File: src/rtl/serial_rx_pkg.sv
// Package: shared constants and state encoding for the serial receiver.
// Assumes an 8-bit character container and a 2-bit length code offset by 5.
package serial_rx_pkg;
    localparam int OS_RATE   = 16;
    localparam int CHAR_W    = 8;
    localparam int MIN_BITS  = 5;
    localparam int LEN_W     = 2;

    typedef enum logic [2:0] {
        ST_IDLE   = 3'd0,
        ST_START  = 3'd1,
        ST_DATA   = 3'd2,
        ST_PARITY = 3'd3,
        ST_STOP1  = 3'd4,
        ST_STOP2  = 3'd5
    } rx_state_t;
endpackage

File: src/rtl/rx_line_sync.sv
// Module: rx_line_sync
// Brings the asynchronous line into the clock domain through a chain of
// flops and reports a one-cycle falling-edge strobe on the synced line.
// Assumes STAGES >= 2; all flops reset to the idle (high) level.
module rx_line_sync #(
    parameter int STAGES = 2
) (
    input  logic clk,
    input  logic rst_n,
    input  logic line_in,
    output logic line_s,
    output logic line_fall
);
    logic [STAGES-1:0] chain_q;
    logic              prev_q;

    // Shift the raw line through the synchronizer chain.
    always_ff @(posedge clk) begin
        if (!rst_n) chain_q <= '1;
        else        chain_q <= {chain_q[STAGES-2:0], line_in};
    end

    // Remember the previous synced level for edge detection.
    always_ff @(posedge clk) begin
        if (!rst_n) prev_q <= 1'b1;
        else        prev_q <= chain_q[STAGES-1];
    end

    assign line_s    = chain_q[STAGES-1];
    assign line_fall = prev_q & ~chain_q[STAGES-1];
endmodule

File: src/rtl/rx_tick_timer.sv
// Module: rx_tick_timer
// Counts oversampling ticks and strobes 'hit' on the tick that ends either
// a half bit (half_sel=1) or a full bit (half_sel=0). The count wraps to
// zero on each hit. 'restart' holds the count at zero.
// Assumes os_tick pulses are one clock wide.
module rx_tick_timer #(
    parameter int OS_RATE = 16
) (
    input  logic clk,
    input  logic rst_n,
    input  logic os_tick,
    input  logic restart,
    input  logic half_sel,
    output logic hit
);
    localparam int CNT_W = $clog2(OS_RATE);
    localparam logic [CNT_W-1:0] HALF_END = CNT_W'(OS_RATE / 2 - 1);
    localparam logic [CNT_W-1:0] FULL_END = CNT_W'(OS_RATE - 1);

    logic [CNT_W-1:0] cnt_q;

    // Hit when the selected end count is reached on a tick.
    always_comb begin
        hit = os_tick && !restart && (cnt_q == (half_sel ? HALF_END : FULL_END));
    end

    // Advance the tick count; wrap on hit, clear on restart.
    always_ff @(posedge clk) begin
        if (!rst_n || restart) cnt_q <= '0;
        else if (os_tick)      cnt_q <= hit ? '0 : cnt_q + 1'b1;
    end
endmodule

File: src/rtl/rx_char_assembler.sv
// Module: rx_char_assembler
// Places each sampled data bit at its final position in a right-justified
// character. The position follows the arrival index, or is mirrored about
// the character length for MSB-first order. Keeps a running XOR for the
// parity check. 'clear' zeroes the character so unused upper bits read 0.
// Assumes the length code stays stable while bits are being collected.
module rx_char_assembler #(
    parameter int CHAR_W   = 8,
    parameter int MIN_BITS = 5,
    parameter int LEN_W    = 2
) (
    input  logic              clk,
    input  logic              rst_n,
    input  logic              clear,
    input  logic              shift_en,
    input  logic              bit_in,
    input  logic [LEN_W-1:0]  len_code,
    input  logic              msb_first,
    output logic [CHAR_W-1:0] char_q,
    output logic              last_bit,
    output logic              parity_q
);
    localparam int IDX_W = $clog2(CHAR_W);

    logic [IDX_W-1:0] idx_q;
    logic [IDX_W-1:0] top_idx;
    logic [IDX_W-1:0] pos;

    // Highest bit index of the configured character length.
    always_comb begin
        top_idx  = IDX_W'(MIN_BITS - 1) + IDX_W'(len_code);
        pos      = msb_first ? (top_idx - idx_q) : idx_q;
        last_bit = (idx_q == top_idx);
    end

    // Store the arriving bit, advance the index and fold in parity.
    always_ff @(posedge clk) begin
        if (!rst_n || clear) begin
            char_q   <= '0;
            idx_q    <= '0;
            parity_q <= 1'b0;
        end else if (shift_en) begin
            char_q[pos] <= bit_in;
            idx_q       <= idx_q + 1'b1;
            parity_q    <= parity_q ^ bit_in;
        end
    end
endmodule

File: src/rtl/serial_frame_rx.sv
// Module: serial_frame_rx (top)
// Receives NRZ asynchronous frames: start bit, 5..8 data bits in either
// order, an optional even/odd parity bit, and 1 or 2 stop bits. Samples each
// bit at mid-point using a 16x tick. Reports a right-justified character with
// a one-cycle valid pulse at the last stop-bit sample, plus parity and framing
// flags that are held until the next pulse.
// Assumes configuration inputs are stable for the duration of a frame.
module serial_frame_rx
    import serial_rx_pkg::*;
(
    input  logic              clk,
    input  logic              rst_n,
    input  logic              os_tick,
    input  logic              rxd_in,
    input  logic [LEN_W-1:0]  cfg_len,
    input  logic              cfg_two_stop,
    input  logic              cfg_par_en,
    input  logic              cfg_par_odd,
    input  logic              cfg_msb_first,
    output logic [CHAR_W-1:0] rx_data,
    output logic              rx_valid,
    output logic              rx_par_err,
    output logic              rx_frm_err
);
    rx_state_t         state_q;
    logic              line_s;
    logic              line_fall;
    logic              hit;
    logic              tmr_restart;
    logic              tmr_half;
    logic              asm_clear;
    logic              asm_shift;
    logic [CHAR_W-1:0] char_q;
    logic              last_bit;
    logic              parity_q;
    logic              par_bad_q;
    logic              stop_bad_q;

    rx_line_sync #(.STAGES(2)) i_sync (
        .clk       (clk),
        .rst_n     (rst_n),
        .line_in   (rxd_in),
        .line_s    (line_s),
        .line_fall (line_fall)
    );

    rx_tick_timer #(.OS_RATE(OS_RATE)) i_timer (
        .clk      (clk),
        .rst_n    (rst_n),
        .os_tick  (os_tick),
        .restart  (tmr_restart),
        .half_sel (tmr_half),
        .hit      (hit)
    );

    rx_char_assembler #(
        .CHAR_W   (CHAR_W),
        .MIN_BITS (MIN_BITS),
        .LEN_W    (LEN_W)
    ) i_asm (
        .clk       (clk),
        .rst_n     (rst_n),
        .clear     (asm_clear),
        .shift_en  (asm_shift),
        .bit_in    (line_s),
        .len_code  (cfg_len),
        .msb_first (cfg_msb_first),
        .char_q    (char_q),
        .last_bit  (last_bit),
        .parity_q  (parity_q)
    );

    // Timer and assembler controls derived from the current state.
    always_comb begin
        tmr_restart = (state_q == ST_IDLE);
        tmr_half    = (state_q == ST_START);
        asm_clear   = (state_q == ST_START) && hit && !line_s;
        asm_shift   = (state_q == ST_DATA) && hit;
    end

    // Frame sequencing, error capture and result registers.
    always_ff @(posedge clk) begin
        if (!rst_n) begin
            state_q    <= ST_IDLE;
            par_bad_q  <= 1'b0;
            stop_bad_q <= 1'b0;
            rx_valid   <= 1'b0;
            rx_data    <= '0;
            rx_par_err <= 1'b0;
            rx_frm_err <= 1'b0;
        end else begin
            rx_valid <= 1'b0;
            unique case (state_q)
                ST_IDLE: begin
                    if (line_fall) state_q <= ST_START;
                end
                ST_START: begin
                    if (hit) begin
                        par_bad_q  <= 1'b0;
                        stop_bad_q <= 1'b0;
                        state_q    <= line_s ? ST_IDLE : ST_DATA;
                    end
                end
                ST_DATA: begin
                    if (hit && last_bit)
                        state_q <= cfg_par_en ? ST_PARITY : ST_STOP1;
                end
                ST_PARITY: begin
                    if (hit) begin
                        par_bad_q <= (line_s != (parity_q ^ cfg_par_odd));
                        state_q   <= ST_STOP1;
                    end
                end
                ST_STOP1: begin
                    if (hit) begin
                        if (cfg_two_stop) begin
                            stop_bad_q <= !line_s;
                            state_q    <= ST_STOP2;
                        end else begin
                            rx_valid   <= 1'b1;
                            rx_data    <= char_q;
                            rx_par_err <= par_bad_q;
                            rx_frm_err <= !line_s;
                            state_q    <= ST_IDLE;
                        end
                    end
                end
                ST_STOP2: begin
                    if (hit) begin
                        rx_valid   <= 1'b1;
                        rx_data    <= char_q;
                        rx_par_err <= par_bad_q;
                        rx_frm_err <= stop_bad_q | !line_s;
                        state_q    <= ST_IDLE;
                    end
                end
                default: state_q <= ST_IDLE;
            endcase
        end
    end
endmodule

File: config.mk
export PLATFORM = sky130hd
export DESIGN_NAME = serial_frame_rx
export DESIGN_NICKNAME = d
export VERILOG_FILES = /design/src/rtl/serial_rx_pkg.sv /design/src/rtl/rx_line_sync.sv /design/src/rtl/rx_tick_timer.sv /design/src/rtl/rx_char_assembler.sv /design/src/rtl/serial_frame_rx.sv
export SDC_FILE = /design/constraint.sdc
export NUM_CORES = 1
export LEC_CHECK = 0
export BUFFER_PORTS_ARGS = -buffer_cell sky130_fd_sc_hd__buf_2
export CORE_MARGIN = 4
export CORE_UTILIZATION = 31
export DETAILED_ROUTE_END_ITERATION = 12
export SETUP_SLACK_MARGIN = 0.5
export SYNTH_ARGS = -nofsm -noshare
export SYNTH_HDL_FRONTEND = slang
export SYNTH_SLANG_ARGS = --single-unit
File: constraint.sdc
create_clock -name clk -period 2.8 [get_ports clk]
set_input_delay 0.14 -clock clk [delete_from_list [all_inputs] [get_ports clk]]
set_output_delay 0.14 -clock clk [all_outputs]
set_load 0.1 [all_outputs]
==> metrics.cfg <==
[status]
status = completed

[timing]
tightest_slew_ns = 0.566
rsz0062_at_grt = no
slew_headroom_pct = 62.2
max_clock_freq_mhz = 457
final-max-slew-violation-count = 0
tns_ns = 0
final.min_clock_period_ns = 2.19
setup_viol = 0
skew_ns = 0.00663
hold_viol_final = 0
min_period_over_period_pct = 78.1

[cells_and_area]
n_antenna_cell = 0
drive_gt1_share_pct = 17.8
fin_area_sq_um = 2160
num-nets-final = 239
instances_no_fill = 300
synthToLayoutAreaGrowth_pct = 13.8
post-route-util_pct = 36.5

[clock_tree]
clockRootBuffer = clkbuf_8
h-tree-depth = 2
cts_sinks = 35
clock_latency_ns = 0.28
cts_tree = built
cts_hold_buffers = 0
clock_path_buffers = 2
clkSlewWorstSetupHoldPaths_ns = 0.07
numCtsBuffers = 5

[synth]
synth_top_cell_by_area = dfxtp_1
yosysWarnings = 0
syn_area_sq_um = 1900
ys_types = 50
synth_edf_count = 0
yosysSeqAreaShare_pct = 36.9
synth_most_common_cell = dfxtp_1
synth_top_area_share_pct = 36.9
netlist_instances = 211
netlist_top_cells_count = dfxtp_1 (35), mux2i_1 (19), nand3_1 (19)
ys_ff_latch = 35
synth.area.top_cells = dfxtp_1 (37%), mux2i_1 (10%), nand3_1 (5.0%)
synthArstFlopShare_pct = 0
synthFlopType = dfxtp_1
synth_nets = 226
avgSynthCellArea_sq_um = 9.01

[grt]
grt_pass1_wl_mm = 6.37
grt_overflow_total = 0
grt_max_degree = 33
grt_pass1_vias = 1328
grtUsageTotal_pct = 10.7
antenna_found_initial = 0

[detailed_routing]
met3_wirelength_um = 199
top_layer = met4
drt-vias-per-instance = 5.09
drt_iter0_markers = 54
post_drt_wl_per_cell_um = 12.8
ant_nets = 0
drt-total-wl_mm = 3.83
drt-met1-wl_mm = 1.84
first_pass_iters = 4
drc = 0
met2_length_mm = 1.75
vias = 1528

[pwr]
p_total_mw = 1.10
powerDensity_nw_per_um2 = 507
peakVddDrop_uv = 322
p_leak_nw = 0.855

[worst_setup_path]
worstPathMaxFanout = 8
start_kind = flop
worstPathRequired_ns = 2.96
crit_type = flop to flop
arrival_ns = 2.35
critPathCaptureType = flop

[hold_path]
hold_class = input pin to flop

[place]
placed_area_sq_um = 2020
port_buffers = 20
place_inst = 292
place_hpwl_mm = 2.71
place_congestion = 0.802

[die]
chipHeight_um = 86.3
dieArea_sq_um = 7450
num_rows = 28
io_pins = 21
die_w_um = 86.3
initial_core_util_pct = 32.1
fp.coreArea_sq_um = 5920

[run]
drv_cap = 0

-- final timing paths --
kind                     start           endpoint  slack, ns  depth (start not counted)
max             i_asm.idx_q[0]    i_asm.char_q[0]       0.61                          7
min                     rxd_in  i_sync.chain_q[0]       0.03                          2
max reg2reg     i_asm.idx_q[0]    i_asm.char_q[0]       0.61                          7
min reg2reg  i_sync.chain_q[0]  i_sync.chain_q[1]       0.41                          1
-- cells in the final DEF, fill, tap and decap left out, types with 3 or more instances in the layout --
cell	instances
a21oi_1	4
buf_2	20
nand2b_1	7
clkbuf_8	5
nand4_1	4
and2_1	4
o21ai_0	4
ha_1	4
nand2_1	16
a221oi_1	3
nor2_1	10
dfxtp_1	34
mux2i_1	19
nor2b_1	15
xnor2_1	3
inv_1	5
nand3_1	19
nand4b_1	3
xor2_1	6
-- flip-flops by register name, summed over array words and instances, names as in the netlist --
signal / flops
i_timer.cnt_q: 4
i_asm.parity_q: 1
i_asm.idx_q: 3
stop_bad_q: 1
par_bad_q: 1
state_q: 3
rx_frm_err: 1
i_asm.char_q: 8
i_sync.chain_q: 2
rx_data: 8
i_sync.prev_q: 1
rx_valid: 1
rx_par_err: 1
-- layer usage --
layer / GRT usage (%) / vias to the layer above
li1: - / 773
met1: 14.6 / 719
met2: 16.4 / 32
met3: 2.95 / 4
met4: 3.68 / 0
met5: 0 / -
-- kinds of logic (layout without fill, tap and decap cells) --
group	after synthesis	count (layout)	share of synthesized area [%]
xor+xnor	9	9	4.15
compound gates	25	25	10.2
fa+ha+maj	5	5	3.69
buf+inv	20	34	5.13
simple gates	98	98	30.0
flops	35	35	36.9
mux	19	19	10.0
-- area by class of cell --
type | count | area, sq um
Sequential cell | 35 | 702
Clock inverter | 3 | 67.6
Clock buffer | 5 | 68.8
Fill cell | 607 | 3760
Multi-Input combinational cell | 156 | 1100
Tap cell | 75 | 93.8
Inverter | 5 | 18.8
Timing Repair Buffer | 21 | 108
-- per-stage QoR --
step                hold WS [ns]  setup slack (ns)
finish                    0.0341             0.614
global route              0.0489             0.499
CTS                       0.0258             0.512
detailed placement         0.324             0.525
global placement           0.322             0.564
floorplan                  0.241             0.644
-- worst max-delay path, cell delays in order, from the launching register on --
cell	delay (ns)
dfxtp_2	0.34
ha_1	0.17
inv_1	0.08
fa_2	0.50
or4b_2	0.62
o211ai_1	0.13
nand2_1	0.09
mux2i_1	0.14
-- where the power goes --
part / internal, mW / switching, mW / total, mW
Sequential: 0.500 / 0.00581 / 0.506
Combinational: 0.0232 / 0.0290 / 0.0523
Clock: 0.355 / 0.184 / 0.539
Total: 0.879 / 0.219 / 1.10
-- timing repair --
| item | 4_1_cts | 5_1_grt |
|---|---|---|
| setup endpoints to repair | 0 | 4 |
| hold endpoints to repair | 0 | 0 |
| setup buffers | 0 | 0 |
| resized for setup | 0 | 2 |
No activity file was read; power rests on OpenSTA's default activity.
